--- src/rtl/xmem_pkg.sv ---
package xmem_pkg;

  localparam int BIT_PU_DIS  = 7;
  localparam int BIT_STRETCH = 5;
  localparam int BIT_SIZE_HI = 3;
  localparam int BIT_SIZE_LO = 2;
  localparam int BIT_EXT     = 1;
  localparam int BIT_ALE     = 0;
  localparam logic [7:0] CFG_WMASK = 8'b1010_1111;

  typedef struct packed {
    logic       pu_dis;
    logic       stretch;
    logic [1:0] size;
    logic       ext_sel;
    logic       ale_on_access;
  } cfg_t;

  typedef enum logic [1:0] {
    SEQ_IDLE = 2'd0,
    SEQ_ADDR = 2'd1,
    SEQ_STRB = 2'd2,
    SEQ_DONE = 2'd3
  } seq_state_e;

  // Byte count of on-chip RAM selected by the size code.
  function automatic int unsigned onchip_limit(input logic [1:0] size_code,
                                               input int unsigned page_bytes);
    return (32'(size_code) + 32'd1) * page_bytes;
  endfunction

  function automatic logic onchip_hit(input int unsigned addr,
                                      input logic [1:0] size_code,
                                      input int unsigned page_bytes);
    return addr < onchip_limit(size_code, page_bytes);
  endfunction

  function automatic int unsigned strobe_cycles(input logic stretch,
                                                input int unsigned short_len,
                                                input int unsigned long_len);
    return stretch ? long_len : short_len;
  endfunction

endpackage

--- src/rtl/xmem_cfg_reg.sv ---
module xmem_cfg_reg
  import xmem_pkg::*;
#(
  parameter logic [7:0] SFR_ADDR = 8'h8E
) (
  input  logic       clk,
  input  logic       rst_n,
  input  logic       sec_ext_sel,
  input  logic [7:0] sfr_addr,
  input  logic       sfr_wr,
  input  logic [7:0] sfr_wdata,
  output logic [7:0] sfr_rdata,
  output cfg_t       cfg
);

  logic [7:0] reg_q;
  logic       hit;

  assign hit = (sfr_addr == SFR_ADDR);

  always_ff @(posedge clk) begin
    if (!rst_n) begin
      reg_q          <= '0;
      reg_q[BIT_EXT] <= sec_ext_sel;
    end else if (sfr_wr && hit) begin
      reg_q <= sfr_wdata & CFG_WMASK;
    end
  end

  assign sfr_rdata = hit ? reg_q : 8'h00;

  assign cfg.pu_dis        = reg_q[BIT_PU_DIS];
  assign cfg.stretch       = reg_q[BIT_STRETCH];
  assign cfg.size          = reg_q[BIT_SIZE_HI:BIT_SIZE_LO];
  assign cfg.ext_sel       = reg_q[BIT_EXT];
  assign cfg.ale_on_access = reg_q[BIT_ALE];

endmodule

--- src/rtl/xmem_ale_gen.sv ---
module xmem_ale_gen #(
  parameter int DIV    = 6,
  parameter int DIV_X2 = 3
) (
  input  logic clk,
  input  logic rst_n,
  input  logic x2_mode,
  output logic tick
);

  localparam int CW = (DIV > 1) ? $clog2(DIV) : 1;
  localparam logic [CW-1:0] LAST    = CW'(DIV - 1);
  localparam logic [CW-1:0] LAST_X2 = CW'(DIV_X2 - 1);

  logic [CW-1:0] cnt_q;
  logic [CW-1:0] last;

  assign last = x2_mode ? LAST_X2 : LAST;

  always_ff @(posedge clk) begin
    if (!rst_n) begin
      cnt_q <= '0;
    end else if (cnt_q >= last) begin
      cnt_q <= '0;
    end else begin
      cnt_q <= cnt_q + 1'b1;
    end
  end

  assign tick = (cnt_q == '0);

endmodule

--- src/rtl/xmem_bus_seq.sv ---
module xmem_bus_seq
  import xmem_pkg::*;
#(
  parameter int ADDR_W    = 16,
  parameter int DATA_W    = 8,
  parameter int SHORT_LEN = 6,
  parameter int LONG_LEN  = 30
) (
  input  logic              clk,
  input  logic              rst_n,
  input  logic              start,
  input  logic [ADDR_W-1:0] addr,
  input  logic [DATA_W-1:0] wdata,
  input  logic              write,
  input  logic              stretch,
  input  logic [DATA_W-1:0] bus_in,
  output logic              busy,
  output logic              addr_phase,
  output logic              strobe_last,
  output logic              long_q,
  output logic              rd_n,
  output logic              wr_n,
  output logic [DATA_W-1:0] bus_out,
  output logic              bus_oe,
  output logic [ADDR_W-DATA_W-1:0] addr_hi,
  output logic              done,
  output logic [DATA_W-1:0] rdata
);

  localparam int CW = $clog2(LONG_LEN + 1);

  seq_state_e        state_q;
  logic [CW-1:0]     cnt_q;
  logic [ADDR_W-1:0] addr_q;
  logic [DATA_W-1:0] wdata_q;
  logic              wr_q;
  logic              in_strobe;

  always_ff @(posedge clk) begin
    if (!rst_n) begin
      state_q <= SEQ_IDLE;
      cnt_q   <= '0;
      addr_q  <= '0;
      wdata_q <= '0;
      wr_q    <= 1'b0;
      long_q  <= 1'b0;
      rdata   <= '0;
    end else begin
      unique case (state_q)
        SEQ_IDLE: begin
          if (start) begin
            addr_q  <= addr;
            wdata_q <= wdata;
            wr_q    <= write;
            long_q  <= stretch;
            state_q <= SEQ_ADDR;
          end
        end
        SEQ_ADDR: begin
          cnt_q   <= CW'(strobe_cycles(long_q, SHORT_LEN, LONG_LEN) - 1);
          state_q <= SEQ_STRB;
        end
        SEQ_STRB: begin
          if (strobe_last) begin
            if (!wr_q) rdata <= bus_in;
            state_q <= SEQ_DONE;
          end else begin
            cnt_q <= cnt_q - 1'b1;
          end
        end
        SEQ_DONE: state_q <= SEQ_IDLE;
        default:  state_q <= SEQ_IDLE;
      endcase
    end
  end

  assign busy        = (state_q != SEQ_IDLE);
  assign addr_phase  = (state_q == SEQ_ADDR);
  assign in_strobe   = (state_q == SEQ_STRB);
  assign strobe_last = in_strobe && (cnt_q == '0);
  assign done        = (state_q == SEQ_DONE);

  assign rd_n    = !(in_strobe && !wr_q);
  assign wr_n    = !(in_strobe && wr_q);
  assign bus_oe  = addr_phase || (in_strobe && wr_q);
  assign bus_out = addr_phase ? addr_q[DATA_W-1:0] :
                   (in_strobe && wr_q) ? wdata_q : '0;
  assign addr_hi = addr_q[ADDR_W-1:DATA_W];

endmodule

--- src/rtl/xmem_access_ctrl.sv ---
module xmem_access_ctrl
  import xmem_pkg::*;
#(
  parameter int         ADDR_W     = 16,
  parameter int         DATA_W     = 8,
  parameter int         IRAM_AW    = 10,
  parameter int         PAGE_BYTES = 256,
  parameter logic [7:0] SFR_ADDR   = 8'h8E,
  parameter int         SHORT_LEN  = 6,
  parameter int         LONG_LEN   = 30,
  parameter int         ALE_DIV    = 6,
  parameter int         ALE_DIV_X2 = 3
) (
  input  logic                     clk,
  input  logic                     rst_n,
  input  logic                     x2_mode,
  input  logic                     sec_ext_sel,
  input  logic [7:0]               sfr_addr,
  input  logic                     sfr_wr,
  input  logic [7:0]               sfr_wdata,
  output logic [7:0]               sfr_rdata,
  input  logic                     req_valid,
  input  logic [ADDR_W-1:0]        req_addr,
  input  logic [DATA_W-1:0]        req_wdata,
  input  logic                     req_write,
  input  logic                     req_code,
  output logic                     req_done,
  output logic [DATA_W-1:0]        req_rdata,
  output logic                     iram_en,
  output logic                     iram_we,
  output logic [IRAM_AW-1:0]       iram_addr,
  output logic [DATA_W-1:0]        iram_wdata,
  input  logic [DATA_W-1:0]        iram_rdata,
  output logic [DATA_W-1:0]        ext_ad_out,
  output logic                     ext_ad_oe,
  input  logic [DATA_W-1:0]        ext_ad_in,
  output logic [ADDR_W-DATA_W-1:0] ext_addr_hi,
  output logic                     ale,
  output logic                     rd_n,
  output logic                     wr_n,
  output logic                     weak_pullup_en
);

  cfg_t              cfg;
  logic              ale_tick;
  logic              seq_busy;
  logic              seq_addr_phase;
  logic              seq_strobe_last;
  logic              seq_long;
  logic              seq_done;
  logic [DATA_W-1:0] seq_rdata;
  logic              route_ext;
  logic              ext_start;
  logic              ext_write;
  logic              ale_on_access_w;

  xmem_cfg_reg #(.SFR_ADDR(SFR_ADDR)) u_cfg (
    .clk         (clk),
    .rst_n       (rst_n),
    .sec_ext_sel (sec_ext_sel),
    .sfr_addr    (sfr_addr),
    .sfr_wr      (sfr_wr),
    .sfr_wdata   (sfr_wdata),
    .sfr_rdata   (sfr_rdata),
    .cfg         (cfg)
  );

  xmem_ale_gen #(.DIV(ALE_DIV), .DIV_X2(ALE_DIV_X2)) u_ale (
    .clk     (clk),
    .rst_n   (rst_n),
    .x2_mode (x2_mode),
    .tick    (ale_tick)
  );

  // Routing decision: code fetches, external select, or beyond the limit.
  assign route_ext = req_code || cfg.ext_sel ||
                     !onchip_hit(32'(req_addr), cfg.size, PAGE_BYTES);
  assign ext_start = req_valid && !seq_busy && route_ext;
  assign ext_write = req_write && !req_code;

  xmem_bus_seq #(
    .ADDR_W    (ADDR_W),
    .DATA_W    (DATA_W),
    .SHORT_LEN (SHORT_LEN),
    .LONG_LEN  (LONG_LEN)
  ) u_seq (
    .clk         (clk),
    .rst_n       (rst_n),
    .start       (ext_start),
    .addr        (req_addr),
    .wdata       (req_wdata),
    .write       (ext_write),
    .stretch     (cfg.stretch),
    .bus_in      (ext_ad_in),
    .busy        (seq_busy),
    .addr_phase  (seq_addr_phase),
    .strobe_last (seq_strobe_last),
    .long_q      (seq_long),
    .rd_n        (rd_n),
    .wr_n        (wr_n),
    .bus_out     (ext_ad_out),
    .bus_oe      (ext_ad_oe),
    .addr_hi     (ext_addr_hi),
    .done        (seq_done),
    .rdata       (seq_rdata)
  );

  assign iram_en    = req_valid && !seq_busy && !route_ext;
  assign iram_we    = iram_en && req_write;
  assign iram_addr  = req_addr[IRAM_AW-1:0];
  assign iram_wdata = req_wdata;

  assign req_done  = iram_en || seq_done;
  assign req_rdata = iram_en ? iram_rdata : seq_rdata;

  assign ale_on_access_w = cfg.ale_on_access;
  assign ale = seq_addr_phase || (!ale_on_access_w && ale_tick && !seq_busy);
  assign weak_pullup_en = !cfg.pu_dis;

endmodule

--- config.mk ---
export PLATFORM = sky130hd
export DESIGN_NAME = xmem_access_ctrl
export DESIGN_NICKNAME = d
export VERILOG_FILES = /design/src/rtl/xmem_pkg.sv /design/src/rtl/xmem_cfg_reg.sv /design/src/rtl/xmem_ale_gen.sv /design/src/rtl/xmem_bus_seq.sv /design/src/rtl/xmem_access_ctrl.sv
export SDC_FILE = /design/constraint.sdc
export NUM_CORES = 1
export LEC_CHECK = 0
export BUFFER_PORTS_ARGS = -buffer_cell sky130_fd_sc_hd__buf_2
export CAP_MARGIN = 20
export CORE_ASPECT_RATIO = 0.7
export CORE_MARGIN = 2
export CORE_UTILIZATION = 50
export CTS_BUF_LIST = sky130_fd_sc_hd__clkbuf_2 sky130_fd_sc_hd__clkbuf_4 sky130_fd_sc_hd__clkbuf_8
export CTS_CLUSTER_SIZE = 20
export DETAILED_ROUTE_END_ITERATION = 8
export PLACE_DENSITY_LB_ADDON = 0.12
export SYNTH_ARGS = -nofsm -noshare
export SYNTH_HDL_FRONTEND = slang
export SYNTH_SLANG_ARGS = --single-unit
--- constraint.sdc ---
create_clock -name clk -period 2.17 [get_ports clk]
set_input_delay 0.217 -clock clk [delete_from_list [all_inputs] [get_ports clk]]
set_output_delay 0.217 -clock clk [all_outputs]
set_load 0.01 [all_outputs]
* Word level (Yosys, flattened, before mapping)
Cells that the tools add are included.
** Storage, ports and cells
- Flip-flop bits (word level) :: 50
- Logic and storage cells :: 74
- Input bits :: 64
** Operators by class
- $lt $le $gt $ge :: 2
- Equality and inequality tests :: 8
- $add $sub $neg :: 4
- Reductions and logical operators :: 35
- Multiplexer cells :: 13
- Bitwise gates (word level) :: 2
** Operators with widths (number)
- two-way mux 8 bit :: 4
- < comparator 16 x 11 -> 1 bit :: 1
- logical AND 1 bit :: 11
- two-way mux 5 bit :: 2
- one-hot mux 5 bit (2 select lines) :: 1
- subtractor 5 x 1 -> 5 bit (second input constant) :: 2
- logical NOT 1 bit :: 9
- equality test 8 bit (second input constant) :: 1
- two-way mux 2 bit :: 4
- one-hot mux 2 bit (4 select lines) :: 1
- inequality test 2 bit (second input constant) :: 3
- AND reduction 2 bit :: 3
- logical NOT 5 bit :: 1
- logical OR 1 bit :: 5
- equality test 2 bit (second input constant) :: 2
- nonzero test 2 bit :: 2
- adder 2 x 1 -> 3 bit (second input constant) :: 1
- adder 3 x 1 -> 3 bit (second input constant) :: 1
- >= comparator 3 bit :: 1
- logical NOT 3 bit :: 1
- two-way mux 3 bit :: 1
- AND reduction 3 bit :: 1
- equality test 2 x 1 -> 1 bit (second input constant) :: 1
- logical NOT 2 bit :: 1
- other kinds (3) :: 4

* Depth between registers and ports, before layout
- Word-level depth :: 7
- Depth in mapped cells :: 9

* Hierarchy
Synthesis repeated with hierarchy kept, for this count alone.
** Second synthesis, totals
- Cell total of the unflattened synthesis :: 356
- Area total of the unflattened synthesis :: 2954.1 um^2
** By module, submodules not included
- xmem_bus_seq :: area an instance 1958.1 um^2, seq. area each 820.8 um^2, cells each 245, times used 1
- xmem_access_ctrl :: area an instance 407.9 um^2, seq. area each 0.0 um^2, cells each 50, times used 1
- xmem_cfg_reg :: area an instance 367.9 um^2, seq. area each 130.1 um^2, cells each 40, times used 1
- xmem_ale_gen :: area an instance 220.2 um^2, seq. area each 60.1 um^2, cells each 21, times used 1

* Worst setup path before layout
No wires, ideal clock.
- Path type :: reg-to-output
- From :: register u_cfg.reg_q[2]
- To :: output port req_rdata[0]
- Required time :: 1.953 ns
- Slack :: 0.059 ns
- Stages on the path, launching flop included :: 8
- Data arrival time :: 1.894 ns
- Cells stage by stage :: dfxtp_1 > ha_1 > inv_1 > ha_1 > o21ai_1 > o211ai_2 > nor2_4 > mux2_1
** Between the ends
- Longest elaborated chain between the ends :: 7
** RTL lines
- start, declared :: RTL line xmem_cfg_reg.sv:16 : logic [7:0] reg_q;
- start signal, assigned by index :: RTL line xmem_cfg_reg.sv:24 : reg_q[BIT_EXT] <= sec_ext_sel;
- start signal, assigned :: RTL line xmem_cfg_reg.sv:26 : reg_q <= sfr_wdata & CFG_WMASK;
- adder 2 x 1 -> 3 bit :: RTL line xmem_pkg.sv:29 : return (32'(size_code) + 32'd1) * page_bytes;
- < comparator 16 x 11 -> 1 bit :: RTL line xmem_pkg.sv:35 : return addr < onchip_limit(size_code, page_bytes);
- logical NOT 1 bit :: RTL line xmem_access_ctrl.sv:77 : !onchip_hit(32'(req_addr), cfg.size, PAGE_BYTES);
- logical OR 1 bit :: RTL line xmem_access_ctrl.sv:76 : assign route_ext = req_code || cfg.ext_sel ||
- logical NOT 1 bit :: RTL line xmem_access_ctrl.sv:108 : assign iram_en = req_valid && !seq_busy && !route_ext;
- logical AND 1 bit :: RTL line xmem_access_ctrl.sv:108
- named net iram_en :: RTL line xmem_access_ctrl.sv:29 : output logic iram_en,
- two-way mux 8 bit :: RTL line xmem_access_ctrl.sv:114 : assign req_rdata = iram_en ? iram_rdata : seq_rdata;
- end, declared :: RTL line xmem_access_ctrl.sv:28 : output logic [DATA_W-1:0] req_rdata,
The timed path passes the listed nets, and every way through them passes these cells.

* Worst setup path in the final report
- From :: register u_cfg.reg_q[2]
- To :: output port req_rdata[2]
** Between the ends
- Longest elaborated chain between the ends :: 7
** RTL lines (RTL line)
- adder 2 x 1 -> 3 bit :: xmem_pkg.sv:29
- < comparator 16 x 11 -> 1 bit :: xmem_pkg.sv:35
- logical NOT 1 bit :: xmem_access_ctrl.sv:77
- logical OR 1 bit :: xmem_access_ctrl.sv:76
- logical NOT 1 bit :: xmem_access_ctrl.sv:108
- logical AND 1 bit :: xmem_access_ctrl.sv:108
- two-way mux 8 bit :: xmem_access_ctrl.sv:114
No other way between the ends.

==> impl_metrics.py <==
metrics = {
    "outcome": {
        "status": "complete, but fails checks",
        "violations": "setup timing",
    },
    "drt": {
        "drcViolationCount": 0,
        "wl_um": 7049,
        "drt-pass1-iter-count": 4,
        "num_vias": 2629,
        "ant_nets": 0,
        "wl_per_cell_um": 13.96,
        "via_per_inst": 5.206,
        "drtIter0Drc": 114,
    },
    "final_layout": {
        "final_cells": 505,
        "antenna_cells": 0,
        "fin_area_um2": 3654,
        "final_common_cell": "buf_2",
        "drive_gt1_share_pct": 39.77,
        "final_cell_mix": "buf_2, dfxtp_1, o21ai_1, a21boi_1",
        "nNetsFinal": 506,
        "area_growth_syn_to_layout_pct": 27.57,
    },
    "timing": {
        "hold_viol_final": 0,
        "fmax_mhz": 416.8,
        "rsz0062_at_grt": "yes",
        "period_share_pct": 110.6,
        "finalCriticalPeriod_ns": 2.399,
        "relSlewSlack_pct": 60.07,
        "timing.final.ws_setup_ns": -0.2293,
        "finalSetupViolCount": 10,
        "worstMarginPinSlew_ns": 0.5990,
        "finClkSkew_ns": 0.003207,
        "slew_violations": 0,
    },
    "critical_path": {
        "critical_path_buf_inv_count": 3,
        "cp_num_cells": 9,
        "cp_slowest_cell": "dfxtp_2",
        "path_class": "reg -> out",
        "cp-end-kind": "output port",
        "path_cells": "ha_4 > inv_2 > ha_4 > nor4_4 > o211ai_4 > nor2_4 > buf_6 > mux2_4 > buf_6",
        "arrival_ns": 2.18,
        "max_stage_delay_ns": 0.36,
        "crit_fanout": 5,
        "required_ns": 1.95,
        "critPathLaunchType": "flip-flop",
        "r2r_cells": 8,
        "crit_family": "simple AND/OR/NAND/NOR gates",
    },
    "clock_network": {
        "cts_max_path_buffers": 2,
        "clk_pin_slew_ns": 0.09,
        "cts_hold_buf": 0,
        "cts_sinks": 50,
        "cts_buffers": 5,
        "cts_tree": "done",
        "htree_levels": 2,
        "clk_latency_ns": 0.30,
        "cts_root_buffer": "clkbuf_8",
    },
    "flow_run": {
        "drv_cap": 0,
    },
    "global_route": {
        "grt_pass1_wl_um": 11430,
        "grt_usage_pct": 22.77,
        "grt_pass1_vias": 2401,
        "grt_max_degree": 40,
        "grt-ovfl-total": 0,
        "antenna_found_initial": 0,
    },
    "yosys": {
        "synth_seq_cells": 50,
        "ys_warn_count": 0,
        "synth_area_um2": 2864,
        "syn_inst": 334,
        "syn_avg_cell_area_um2": 8.575,
        "async_flop_share_pct": 0,
        "yosysUniqueCellTypes": 44,
        "dominantRegCellSynth": "dfxtp_1",
        "synth-edff-count": 1,
        "seq_area_frac_synth_pct": 35.30,
    },
    "die": {
        "rows": 23,
        "die_h_um": 67.32,
        "start_util_pct": 50.78,
        "coreArea_um2": 5640,
        "io_pins": 122,
        "die_width_um": 94.46,
        "dieArea_um2": 6359,
    },
    "power": {
        "internal_power_mw": 1.804,
        "power.density_nw_per_um2": 749.4,
        "total_power_mw": 2.738,
        "p_comb_share_pct": 36.3,
        "clkPwrFrac_pct": 20.7,
        "irDropWorstVdd_mv": 0.3757,
        "switching_power_mw": 0.9342,
        "total_leakage_power_nw": 1.676,
        "power_switching_share_pct": 34.12,
        "seq_power_share_pct": 43.0,
    },
    "placement": {
        "placed_area_um2": 3357,
        "routabilityCongestion": 0.7604,
        "dp.cells": 493,
        "port_buffers": 117,
        "dpl.hpwl_um": 4866,
    },
    "worst_hold_path": {
        "hold_depth": 3,
        "worst_hold_path_type": "in -> reg",
    },
}
[worst paths after layout]
path	startpoint	end	slack, ns
worst max-delay path	u_cfg.reg_q[2]	req_rdata[2]	-0.23
worst min-delay path	req_addr[2]	u_seq.addr_q[2]	0.16
worst max register to register	u_cfg.reg_q[3]	u_seq.state_q[1]	0.20
worst min register to register	u_ale.cnt_q[0]	u_ale.cnt_q[0]	0.46
[synthesized netlist by cell type, drive strengths merged, types with 2 or more instances]
library cell | count | area share [%]
a21boi | 30 | 7.9
a21oi | 2 | 0.35
and2 | 2 | 0.44
and3 | 7 | 1.5
buf | 33 | 8.2
clkbuf | 14 | 1.8
dfxtp | 49 | 34
ha | 13 | 5.7
inv | 12 | 1.6
mux2 | 8 | 3.1
mux2i | 14 | 4.9
nand2 | 26 | 3.4
nand2b | 3 | 0.66
nand3 | 26 | 4.5
nor2 | 10 | 1.6
nor2b | 16 | 3.5
nor3 | 4 | 1.1
nor4 | 2 | 0.87
o211a | 3 | 1.0
o21ai | 43 | 7.5
[timing repair]
action	CTS	global route
gates cloned	1	0
resized for setup	28	8
buffers inserted	4	1
pin swaps	5	7
setup endpoints to repair	11	18
[metrics by stage]
| stage | worst slack [ns] | TNS, ns | util [%] | hold WS (ns) |
|---|---|---|---|---|
| 3_5_place_dp | -0.04368 | -0.2919 | 59.52 | 0.4417 |
| 4_1_cts | -0.3066 | -2.663 | 64.80 | 0.1611 |
| 5_1_grt | -0.3026 | -2.562 | 64.77 | 0.1589 |
| 2_1_floorplan | 0.05866 | 0 | - | 0.3636 |
| 3_3_place_gp | 0.02713 | 0 | 59.52 | 0.4340 |
| 6_report | -0.2293 | -1.842 | 64.77 | 0.1635 |
[metal layers]
metal	track usage [%]	share of wire [%]
met5	0	0
met4	5.797	0.95
met3	4.799	5.9
met2	35.89	46
met1	32.05	47
[power groups by stage]
stage / logic, mW / clock network, mW / registers [mW]
final: 0.993 / 0.567 / 1.18
after global placement: 0.910 / 0 / 1.19
after CTS: 0.987 / 0.574 / 1.17
after floorplan: 0.684 / 0 / 1.17
after detailed placement: 0.930 / 0 / 1.19
after global routing: 1.11 / 0.619 / 1.20
[flip-flops by register name (all words and copies together), names as in the netlist]
signal,count
u_seq.addr_q,16
u_seq.wr_q,1
u_ale.cnt_q,3
u_cfg.reg_q,6
u_seq.state_q,2
u_seq.cnt_q,5
u_seq.rdata,8
u_seq.long_q,1
u_seq.wdata_q,8
[layout make-up]
type | instances | area (um2)
Tap cell | 75 | 93.84
Clock buffer | 8 | 91.34
Sequential cell | 50 | 1013
Inverter | 12 | 45.04
Fill cell | 528 | 1987
Multi-Input combinational cell | 226 | 1639
Timing Repair Buffer | 134 | 770.7
[kinds of logic after synthesis]
family / share of synthesized area [%]
buf+inv: 11.62
compound gates: 18.96
fa+ha+maj: 5.679
other cells: 0.1309
xor+xnor: 0.3059
mux: 8.038
flops: 35.30
simple gates: 19.96
[tightest hold or removal path, delay by kind of cell]
kind,cells,cell delay [ns]
buffers and inverters,1,0.10
AND/OR/NAND/NOR,1,0.05
AO/OA/AOI/OAI,1,0.05
Note: power is estimated with default switching activity, not from simulation.
